==> config.mk <==
export PLATFORM = sky130hd
export DESIGN_NAME = nic_regbank
export DESIGN_NICKNAME = d
export VERILOG_FILES = /design/src/rtl/nic_regbank_pkg.sv /design/src/rtl/nic_regbank_ctrl.sv /design/src/rtl/nic_regbank_dp.sv /design/src/rtl/nic_regbank.sv
export SDC_FILE = /design/constraint.sdc
export NUM_CORES = 1
export LEC_CHECK = 0
export BUFFER_PORTS_ARGS = -buffer_cell sky130_fd_sc_hd__buf_4
export CAP_MARGIN = 10
export CORE_AREA = 10 10 157 159
export DETAILED_ROUTE_END_ITERATION = 12
export DIE_AREA = 0 0 167 169
export PLACE_DENSITY = 0.85
export SLEW_MARGIN = 30
export SYNTH_ARGS = -nofsm -noshare
export SYNTH_HDL_FRONTEND = slang
export SYNTH_SLANG_ARGS = --single-unit
==> constraint.sdc <==
create_clock -name clk -period 4.3 [get_ports clk]
set_input_delay 1.29 -clock clk [delete_from_list [all_inputs] [get_ports clk]]
set_output_delay 1.29 -clock clk [all_outputs]
set_load 0.01 [all_outputs]
==> src/rtl/nic_regbank_pkg.sv <==
package nic_regbank_pkg;
  localparam int REG_ADDR_W  = 4;
  localparam int REG_DATA_W  = 8;
  localparam int NUM_OFFS    = 1 << REG_ADDR_W;
  localparam int MAC_BYTES   = 6;
  localparam int MCAST_BYTES = 8;
  localparam int MAC_BASE    = 1;
  localparam int CURPG_OFF   = MAC_BASE + MAC_BYTES;
  localparam int MCAST_BASE  = CURPG_OFF + 1;
  localparam int STAT_BITS   = REG_DATA_W - 1;

  // page 0 write offsets
  localparam int OFF_RSTART = 1;
  localparam int OFF_RSTOP  = 2;
  localparam int OFF_BOUND  = 3;
  localparam int OFF_TXPG   = 4;
  localparam int OFF_TCLO   = 5;
  localparam int OFF_TCHI   = 6;
  localparam int OFF_STATUS = 7;
  localparam int OFF_RALO   = 8;
  localparam int OFF_RAHI   = 9;
  localparam int OFF_RCLO   = 10;
  localparam int OFF_RCHI   = 11;
  localparam int OFF_RXCFG  = 12;
  localparam int OFF_TXCFG  = 13;
  localparam int OFF_DCFG   = 14;
  localparam int OFF_MASK   = 15;

  localparam logic [REG_DATA_W-1:0] CMD_RESET  = 8'h22;
  localparam logic [REG_DATA_W-1:0] STAT_RESET = 8'h80;

  typedef struct packed {
    logic                cmdWr;
    logic [NUM_OFFS-1:0] p0Wr;
    logic [NUM_OFFS-1:0] p1Wr;
  } ctrlStrobes_t;
endpackage

==> src/rtl/nic_regbank_ctrl.sv <==
module nic_regbank_ctrl
  import nic_regbank_pkg::*;
(
  input  logic [REG_ADDR_W-1:0] regAddr,
  input  logic                  regWrEn,
  input  logic [1:0]            pageSel,
  output ctrlStrobes_t          strobes
);
  always_comb begin
    strobes = '0;
    if (regWrEn) begin
      if (regAddr == '0) begin
        strobes.cmdWr = 1'b1;
      end else begin
        case (pageSel)
          2'd0:    strobes.p0Wr[regAddr] = 1'b1;
          2'd1:    strobes.p1Wr[regAddr] = 1'b1;
          default: ; // pages 2 and 3: writes ignored
        endcase
      end
    end
  end
endmodule

==> src/rtl/nic_regbank_dp.sv <==
module nic_regbank_dp
  import nic_regbank_pkg::*;
(
  input  logic                      clk,
  input  logic                      rstN,
  input  ctrlStrobes_t              strobes,
  input  logic [REG_ADDR_W-1:0]     regAddr,
  input  logic [REG_DATA_W-1:0]     regWdata,
  input  logic [STAT_BITS-1:0]      evtSet,
  output logic [REG_DATA_W-1:0]     regRdata,
  output logic [1:0]                pageSel,
  output logic                      irqOut,
  output logic [REG_DATA_W-1:0]     cmdOut,
  output logic [REG_DATA_W-1:0]     ringStartPg,
  output logic [REG_DATA_W-1:0]     ringStopPg,
  output logic [REG_DATA_W-1:0]     boundaryPg,
  output logic [REG_DATA_W-1:0]     txStartPg,
  output logic [2*REG_DATA_W-1:0]   txByteCnt,
  output logic [2*REG_DATA_W-1:0]   remStartAddr,
  output logic [2*REG_DATA_W-1:0]   remByteCnt,
  output logic [REG_DATA_W-1:0]     rxCfg,
  output logic [REG_DATA_W-1:0]     txCfg,
  output logic [REG_DATA_W-1:0]     dataCfg,
  output logic [REG_DATA_W-1:0]     curPg,
  output logic [MAC_BYTES*REG_DATA_W-1:0]   macAddr,
  output logic [MCAST_BYTES*REG_DATA_W-1:0] mcastHash
);
  logic [REG_DATA_W-1:0] cmdReg, cmdNext, statusReg, statusNext, maskReg, txStatus;
  logic [REG_DATA_W-1:0] macBytes   [MAC_BYTES];
  logic [REG_DATA_W-1:0] mcastBytes [MCAST_BYTES];
  logic                  txFire, runWr;

  assign runWr  = strobes.cmdWr && !regWdata[0];
  assign txFire = runWr && regWdata[2];

  always_comb begin
    statusNext = statusReg;
    if (strobes.p0Wr[OFF_STATUS])
      statusNext[STAT_BITS-1:0] = statusReg[STAT_BITS-1:0] & ~regWdata[STAT_BITS-1:0];
    if (runWr) statusNext[STAT_BITS] = 1'b0;
    if (txFire) statusNext[1] = 1'b1;
    statusNext[STAT_BITS-1:0] = statusNext[STAT_BITS-1:0] | evtSet;
  end

  always_comb begin
    cmdNext = regWdata;
    if (txFire) cmdNext[2] = 1'b0;
  end

  always_ff @(posedge clk or negedge rstN) begin
    if (!rstN) begin
      cmdReg    <= CMD_RESET;
      statusReg <= STAT_RESET;
      txStatus  <= '0;
      irqOut    <= 1'b0;
    end else begin
      if (strobes.cmdWr) cmdReg <= cmdNext;
      statusReg <= statusNext;
      if (txFire) txStatus <= 8'h01;
      irqOut <= |(statusReg[STAT_BITS-1:0] & maskReg[STAT_BITS-1:0]);
    end
  end

  always_ff @(posedge clk or negedge rstN) begin
    if (!rstN) begin
      ringStartPg <= '0; ringStopPg <= '0; boundaryPg <= '0; txStartPg <= '0;
      txByteCnt <= '0; remStartAddr <= '0; remByteCnt <= '0;
      rxCfg <= '0; txCfg <= '0; dataCfg <= '0; maskReg <= '0; curPg <= '0;
    end else begin
      if (strobes.p0Wr[OFF_RSTART]) ringStartPg <= regWdata;
      if (strobes.p0Wr[OFF_RSTOP])  ringStopPg  <= regWdata;
      if (strobes.p0Wr[OFF_BOUND])  boundaryPg  <= regWdata;
      if (strobes.p0Wr[OFF_TXPG])   txStartPg   <= regWdata;
      if (strobes.p0Wr[OFF_TCLO])   txByteCnt[REG_DATA_W-1:0]             <= regWdata;
      if (strobes.p0Wr[OFF_TCHI])   txByteCnt[2*REG_DATA_W-1:REG_DATA_W]  <= regWdata;
      if (strobes.p0Wr[OFF_RALO])   remStartAddr[REG_DATA_W-1:0]          <= regWdata;
      if (strobes.p0Wr[OFF_RAHI])   remStartAddr[2*REG_DATA_W-1:REG_DATA_W] <= regWdata;
      if (strobes.p0Wr[OFF_RCLO])   remByteCnt[REG_DATA_W-1:0]            <= regWdata;
      if (strobes.p0Wr[OFF_RCHI])   remByteCnt[2*REG_DATA_W-1:REG_DATA_W] <= regWdata;
      if (strobes.p0Wr[OFF_RXCFG])  rxCfg   <= regWdata;
      if (strobes.p0Wr[OFF_TXCFG])  txCfg   <= regWdata;
      if (strobes.p0Wr[OFF_DCFG])   dataCfg <= regWdata;
      if (strobes.p0Wr[OFF_MASK])   maskReg <= regWdata;
      if (strobes.p1Wr[CURPG_OFF])  curPg   <= regWdata;
    end
  end

  for (genvar g = 0; g < MAC_BYTES; g++) begin : gMac
    always_ff @(posedge clk or negedge rstN) begin
      if (!rstN) macBytes[g] <= '0;
      else if (strobes.p1Wr[MAC_BASE+g]) macBytes[g] <= regWdata;
    end
    assign macAddr[g*REG_DATA_W +: REG_DATA_W] = macBytes[g];
  end

  for (genvar g = 0; g < MCAST_BYTES; g++) begin : gMcast
    always_ff @(posedge clk or negedge rstN) begin
      if (!rstN) mcastBytes[g] <= '0;
      else if (strobes.p1Wr[MCAST_BASE+g]) mcastBytes[g] <= regWdata;
    end
    assign mcastHash[g*REG_DATA_W +: REG_DATA_W] = mcastBytes[g];
  end

  assign cmdOut  = cmdReg;
  assign pageSel = cmdReg[REG_DATA_W-1 -: 2];

  always_comb begin
    regRdata = '0;
    if (regAddr == '0) begin
      regRdata = cmdReg;
    end else begin
      case (pageSel)
        2'd0: begin
          case (int'(regAddr))
            OFF_BOUND:  regRdata = boundaryPg;
            OFF_TXPG:   regRdata = txStatus;
            OFF_STATUS: regRdata = statusReg;
            default:    regRdata = '0;
          endcase
        end
        2'd1: begin
          if (int'(regAddr) == CURPG_OFF) regRdata = curPg;
          for (int i = 0; i < MAC_BYTES; i++)
            if (int'(regAddr) == MAC_BASE + i) regRdata = macBytes[i];
          for (int i = 0; i < MCAST_BYTES; i++)
            if (int'(regAddr) == MCAST_BASE + i) regRdata = mcastBytes[i];
        end
        2'd2: begin
          case (int'(regAddr))
            OFF_RSTART: regRdata = ringStartPg;
            OFF_RSTOP:  regRdata = ringStopPg;
            OFF_TXPG:   regRdata = txStartPg;
            OFF_RXCFG:  regRdata = rxCfg;
            OFF_TXCFG:  regRdata = txCfg;
            OFF_DCFG:   regRdata = dataCfg;
            OFF_MASK:   regRdata = maskReg;
            default:    regRdata = '0;
          endcase
        end
        default: regRdata = '0;
      endcase
    end
  end

  // one write target per cycle
  assert_single_strobe_R3: assert property (@(posedge clk) disable iff (!rstN)
    $onehot0({strobes.cmdWr, strobes.p0Wr, strobes.p1Wr}));

  assert_clear_ones_R7: assert property (@(posedge clk) disable iff (!rstN)
    (strobes.p0Wr[OFF_STATUS] && evtSet == '0) |=>
      ((statusReg[STAT_BITS-1:0] & $past(regWdata[STAT_BITS-1:0])) == '0));

  assert_keep_reset_bit_R7: assert property (@(posedge clk) disable iff (!rstN)
    strobes.p0Wr[OFF_STATUS] |=> $stable(statusReg[STAT_BITS]));

  assert_event_sets_R8: assert property (@(posedge clk) disable iff (!rstN)
    (evtSet != '0) |=> ((statusReg[STAT_BITS-1:0] & $past(evtSet)) == $past(evtSet)));

  assert_quiet_irq_R9: assert property (@(posedge clk) disable iff (!rstN)
    ((statusReg[STAT_BITS-1:0] & maskReg[STAT_BITS-1:0]) == '0) |=> !irqOut);

  assert_run_clears_reset_R10: assert property (@(posedge clk) disable iff (!rstN)
    runWr |=> !statusReg[STAT_BITS]);

  assert_tx_effects_R11: assert property (@(posedge clk) disable iff (!rstN)
    txFire |=> (statusReg[1] && !cmdReg[2] && txStatus == 8'h01));
endmodule

==> src/rtl/nic_regbank.sv <==
module nic_regbank
  import nic_regbank_pkg::*;
(
  input  logic         clk,
  input  logic         rstN,
  input  logic [3:0]   regAddr,
  input  logic         regWrEn,
  input  logic [7:0]   regWdata,
  output logic [7:0]   regRdata,
  input  logic [6:0]   evtSet,
  output logic         irqOut,
  output logic [7:0]   cmdOut,
  output logic [7:0]   ringStartPg,
  output logic [7:0]   ringStopPg,
  output logic [7:0]   boundaryPg,
  output logic [7:0]   txStartPg,
  output logic [15:0]  txByteCnt,
  output logic [15:0]  remStartAddr,
  output logic [15:0]  remByteCnt,
  output logic [7:0]   rxCfg,
  output logic [7:0]   txCfg,
  output logic [7:0]   dataCfg,
  output logic [7:0]   curPg,
  output logic [47:0]  macAddr,
  output logic [63:0]  mcastHash
);
  ctrlStrobes_t strobes;
  logic [1:0]   pageSel;

  nic_regbank_ctrl uCtrl (
    .regAddr (regAddr),
    .regWrEn (regWrEn),
    .pageSel (pageSel),
    .strobes (strobes)
  );

  nic_regbank_dp uDp (
    .clk          (clk),
    .rstN         (rstN),
    .strobes      (strobes),
    .regAddr      (regAddr),
    .regWdata     (regWdata),
    .evtSet       (evtSet),
    .regRdata     (regRdata),
    .pageSel      (pageSel),
    .irqOut       (irqOut),
    .cmdOut       (cmdOut),
    .ringStartPg  (ringStartPg),
    .ringStopPg   (ringStopPg),
    .boundaryPg   (boundaryPg),
    .txStartPg    (txStartPg),
    .txByteCnt    (txByteCnt),
    .remStartAddr (remStartAddr),
    .remByteCnt   (remByteCnt),
    .rxCfg        (rxCfg),
    .txCfg        (txCfg),
    .dataCfg      (dataCfg),
    .curPg        (curPg),
    .macAddr      (macAddr),
    .mcastHash    (mcastHash)
  );
endmodule

==> results of run 1 <==
## worst paths after layout
kind	start	endpoint	slack (ns)	depth (start not counted)
worst max-delay path	regAddr[0]	regRdata[6]	-0.06	9
worst min-delay path	uDp.statusReg[7]	uDp.statusReg[7]	0.50	1
worst max register to register	uDp.cmdOut[6]	uDp.mcastHash[10]	1.46	6
worst min register to register	uDp.statusReg[7]	uDp.statusReg[7]	0.50	1
max in group asynchronous	rstN	uDp.macAddr[27]	2.65	2
min in group asynchronous	rstN	uDp.txByteCnt[9]	0.78	1
## sequential cells by signal (all words and copies together) (netlist names), 8 cells and up
register          cells
uDp.remByteCnt       16
uDp.txCfg             8
uDp.statusReg         8
uDp.txByteCnt        16
uDp.ringStartPg       8
uDp.ringStopPg        8
uDp.txStartPg         8
uDp.remStartAddr     16
uDp.rxCfg             8
uDp.macAddr          48
uDp.dataCfg           8
uDp.maskReg           8
uDp.mcastHash        64
uDp.cmdOut            8
uDp.boundaryPg        8
uDp.curPg             8
## critical path, stage by stage
cell and delay [ns]:
buf_12 0.11, nor2b_4 0.12, buf_4 0.14, buf_4 0.16, a22o_1 0.17, a221o_1 0.32
a221oi_2 0.34, nand4_1 0.21, buf_4 0.20
## cell usage in the layout, fill, tap and decap left out, types with 6 or more instances in the layout
| master | netlist | routed |
|---|---|---|
| nor2_1 | 24 | 21 |
| o21ai_0 | 34 | 29 |
| clkbuf_16 | 0 | 27 |
| buf_4 | 7 | 370 |
| a211oi_1 | 9 | 9 |
| o21ai_1 | 6 | 9 |
| a222oi_1 | 8 | 8 |
| nor2_2 | 11 | 14 |
| a22oi_1 | 11 | 10 |
| buf_6 | 5 | 12 |
| buf_12 | 0 | 11 |
| nand3_1 | 13 | 13 |
| mux2i_1 | 21 | 21 |
| a32oi_1 | 8 | 8 |
| a21o_1 | 8 | 8 |
| clkinv_2 | 0 | 6 |
| clkbuf_1 | 28 | 10 |
| nor3_1 | 11 | 11 |
| a21oi_1 | 32 | 30 |
| nand3_2 | 6 | 6 |
| mux2_2 | 238 | 237 |
| nand2_1 | 47 | 47 |
| dfrtp_1 | 247 | 247 |
## what timing repair did
| action | CTS | global route |
|---|---|---|
| setup endpoints to repair | 8 | 8 |
| pin swaps | 8 | 25 |
| resized for setup | 34 | 42 |
| buffers inserted | 7 | 3 |
| hold buffers | 0 | 0 |
## logic make-up (layout without fill, tap and decap cells)
kind of cell,after synthesis,after routing
AOI/OAI and AO/OA,174,174
buffers and inverters,67,449
DFF,250,250
muxes,264,264
and+or+nand+nor,162,162
## routing by layer
metal  up-vias  GRT usage, %  routed length, microns
met1      5069         38.82                   17890
met5         -             0                       0
met3        76         7.527                    4091
li1       4124             -                       -
met2       516         51.02                   21790
met4         0         6.911                    1040
## cell type report
| type | instances | share of cell area, % |
|---|---|---|
| clock inverter | 8 | 0.4256 |
| timing repair buffer | 397 | 20.11 |
| sequential | 250 | 39.43 |
| inverter | 5 | 0.1655 |
| tap | 280 | 2.207 |
| clock buffer | 39 | 4.666 |
| multi-input combinational | 600 | 32.99 |
## power by group through the flow
stage	Combinational (mW)	Clock [mW]	Sequential [mW]
after CTS	2.16	2.20	3.31
after global placement	2.07	0	3.32
after detailed placement	2.13	0	3.34
after floorplan	0.712	0	3.38
after global routing	2.31	2.28	3.37
final	2.18	2.18	3.33
==> run metrics, run 1 <==
I/O Buffers=262; die width=about 170 microns; Critical Path Source Type=input port; vias in the first global route=just over 10000; Peak VDD IR=443.7 uV; post-place setup slack=-0.2964 ns; I/O pins=263; final design utilization=73.66%; Synth Warn #=0; Diodes inserted=0; area grow syn2layout=36.34%; Final WS setup=-0.06304 ns; FP Rows=54; vias per cell=between 6 and 7; Pre-Repair DR Iteration Count=5; power share of the combinational group=roughly 28%; Starting Density=a little over half; Seq. cell area=between 6000 and 7000 sq um; CTS root buf=clkbuf_16; worst hold slack=~0.50 ns; clock group share of total power=around 28%; Clock Latency Late Sink=approximately 0.53 ns; status=complete, but fails checks; placed insts=~1500; Worst Path Max Fanout=6; TritonCTS clock tree=yes; Compound-Gate Fraction of Synth Area=10.50%; gr ovfl total=0; DP Area=about 15000 sq um; top-area cell type share of the netlist area=around 53%; first-pass GRT wire length=about 67000 microns; asr flop ratio synth=100.0%; most instantiated library cell after synthesis=dfrtp_1; GRT Resource Usage Total=a little under a third; P_int=about 5.2 mW; predominant post-synthesis flop cell=dfrtp_1; RSZ-0062 raised after global routing=true; Area contributors post-synth=dfrtp_1 53%, mux2_2 23%, mux2i_1 1.8%; clock-pin transition on the worst setup and hold timing paths=around 0.060 ns; crit path capture type=primary output; Final period util=101.5%; synthesized area=about 12000 sq um; Slew HR=between 50 and 60%; setup tns final=-0.06304 ns; final antenna-violating net count=0; largest area contributor in the netlist=dfrtp_1; Worst Tran Pin Value=0.7474 ns; EDFF count, synth=0; cts bufs inserted=27; HP Class=flop to flop; pin count of the biggest net entering global routing=94; switching power=approximately 2.4 mW; Power Total=between 7 and 8 mW; Pleak=roughly 7.6 nW; Worst EP required=3.01 ns; die height=between 150 and 200 microns; XOR/XNOR share of the synthesized area=0%; DRC=0; CTS H-tree depth=1; Simple-Gate Fraction of Synth Area=between 7 and 8%; die footprint=roughly 28000 sq um; Hold Vio Cnt, Final=0; Slew Viols, Final=0; post-synthesis mux area share=between 20% and 30%; fillers=around 1500; routed wire length=about 45000 microns; CTS max path bufs=3; Post-synth top cells=247 x dfrtp_1, 238 x mux2_2, 47 x nand2_1; Period minus WS final=about 4.4 ns; Vias=9785; violated checks=setup timing; GPL Wtd Cong=about 1.0; Core Region=21550 sq um; Worst EP arrival=roughly 3 ns; setup violators final=1; Design Area, Final=15880 sq um; largest family of logic cells by synthesized area=multiplexers; wire length per cell=~28 microns; Flop pwr share=43.3%; Peak Freq=around 230 MHz; Pwr per Cell Area=a little under 500 nW/um^2; Yosys cell types=62; multi-input logic area=about 5200 sq um; Detail Placement HPWL=~33000 microns; Cell Count, Final, Fillers Out=around 1600; adder-cell share of the synthesized area=0%; layout net count=1303; maxcap violations=0; number of synthesized register bits=250; critical path class=input port to primary output; Seq/Total Area, Yosys=a little over half; Post-Syn Instances=slightly above 900; Synth Net Count=~940; # clock sinks=250; initial antenna violation count=0; 1st-iter DRT viols=1078; Mean Syn Cell Area=around 13 sq um; share of post-route cells with drive strength above 1=56.97%; Sw Share=between 30% and 40%; Layout Skew=between 0.005 and 0.006 ns
No activity file was read; power rests on OpenSTA's default activity.
==> run 2: changes to the inputs <==
- clock period: 4.3 -> 4.4 ns (I/O delays scaled with it)
==> run metrics, run 2 (synthesis gave the netlist of run 1 again) <==
Starting Density=a little over half; die footprint=between 20000 and 30000 sq um; Critical Path Source Type=input port; CP cell instances=bufbuf_16 > buf_4 > nand2_1 > buf_4 > nor3_1 > o21ai_1 > o2111a_1 > a211oi_2 > o311ai_2 > buf_4; Worst Path Buf+Inv=4; max incr delay on CP=about 0.30 ns; Worst Hold Launch=uDp.statusReg[7]; Core Region=roughly 22000 sq um; Pwr per Cell Area=487.1 nW/um^2; clock-pin transition on the worst setup and hold timing paths=~0.060 ns; Diodes inserted=0; status=completed; Clock Latency Late Sink=~0.55 ns; CTS Hold Bufs=0; Hold Crit Endpoint=uDp.statusReg[7]; FF-to-FF Start=uDp.cmdOut[7]; most frequent cells in the layout=358 x buf_4, 247 x dfrtp_1, 238 x mux2_2; cts bufs inserted=27; Worst Tran Pin Value=approximately 0.80 ns; setup violators final=0; Slew HR=between 40% and 50%; CTS root buf=clkbuf_16; Peak VDD IR=roughly 380 uV; TritonCTS clock tree=yes; Detail Placement HPWL=roughly 33000 microns; Worst Path Max Fanout=5; reg2reg setup slack=between 1.5 and 2 ns; maxcap violations=0; Flop pwr share=approximately two fifths; layout net count=1292; I/O pins=~260; Final period util=between 90% and 100%; gr ovfl total=0; setup tns final=0 ns; I/O Buffers=between 200 and 300; Cells on Worst Hold Path=1; final antenna-violating net count=0; most common cell after layout, fill and taps aside=buf_4; GPL Wtd Cong=1.031; # clock sinks=between 200 and 300; Hold Vio Cnt, Final=0; routed wire length=45090 microns; Pre-Repair DR Iteration Count=5; Largest delay share family, worst path=compound AO/OA/AOI/OAI gates; GRT Resource Usage Total=a little under a third; Layout Skew=between 0.01 and 0.015 ns; P_int=between 5 and 6 mW; FF-to-FF End=uDp.mcastHash[15]; DRC=0; initial antenna violation count=0; vias in the first global route=~10000; Worst EP required=a little over 3 ns; Cell Count, Final, Fillers Out=approximately 1600; wire length per cell=~29 microns; clock group share of total power=a little under a third; fillers=approximately 1400; CP most frequent cell=buf_4; max reg flops=64; Slew Viols, Final=0; Reg2Reg Depth=6; power share of the combinational group=27.3%; Sw Share=a little over 30%; share of post-route cells with drive strength above 1=between 50% and 60%; pin count of the biggest net entering global routing=90; die height=roughly 170 microns; vias per cell=roughly 6.2; CTS max path bufs=3; Pleak=7.683 nW; Vias=9737; Worst path slowest cell=o311ai_2; area grow syn2layout=37.79%; HP Class=flop to flop; crit path capture type=primary output; first-pass GRT wire length=~67000 microns; CTS H-tree depth=1; switching power=2.433 mW; Period minus WS final=~4.4 ns; die width=~170 microns; Power Total=~7.8 mW; Worst EP arrival=around 3.1 ns; placed insts=between 1500 and 2000; Peak Freq=around 230 MHz; critical path class=input port to primary output; 1st-iter DRT viols=just over 800; FP Rows=54
run 2: repair_timing:
action | in CTS | in global routing
pin swaps | 10 | 24
buffers inserted | 1 | 6
gates resized for setup | 23 | 53
endpoints found under the setup margin | 8 | 8
cloned | 1 | 3
run 2: area by class of cell:
cell class              count  area, sq um  area share, %
inverters                   5        22.52         0.1404
well taps                 280        350.3          2.184
clock inverters            10        138.9         0.8656
repair buffers            386         3224          20.10
clock buffers              40        824.5          5.139
flip-flops and latches    250         6260          39.02
multi-input cells         600         5224          32.56
run 2: routing by layer:
layer  global-route usage [%]  part of all wire, %  vias up
li1                         -                    -     4117
met3                    8.268                  9.3       79
met5                        0                    0        -
met1                    39.47                   40     5037
met4                    5.995                  2.0        0
met2                    50.10                   49      504
run 2: worst max-delay path by stage:
stage | start | endpoint | cells past startpoint
final | regAddr[1] | regRdata[7] | 10
after global routing | regAddr[1] | regRdata[7] | 10
after CTS | regAddr[2] | regRdata[3] | 10
after detailed placement | regAddr[1] | regRdata[3] | 11
after global placement | regAddr[1] | regRdata[5] | 11
after floorplan | regAddr[0] | regRdata[7] | 8
run 2: power groups by stage:
stage / clock network [mW] / logic [mW] / registers [mW]
detailed placement: 0 / 2.08 / 3.26
floorplan: 0 / 0.696 / 3.31
global placement: 0 / 2.02 / 3.24
global route: 2.51 / 2.27 / 3.30
CTS: 2.43 / 2.11 / 3.24
finish: 2.42 / 2.13 / 3.26
run 2: stage by stage:
stage                     setup slack [ns]  util (%)  hold slack [ns]  area [sq um]
after floorplan                     0.4016         -           0.4276         11640
after CTS                        -0.001121     72.96           0.4856         15730
after global routing              -0.01442     74.44           0.4888         16040
after detailed placement           -0.1566     67.95           0.4745         14650
final                              0.01203     74.44           0.4856         16040
after global placement             -0.1823     67.95           0.4733         14650
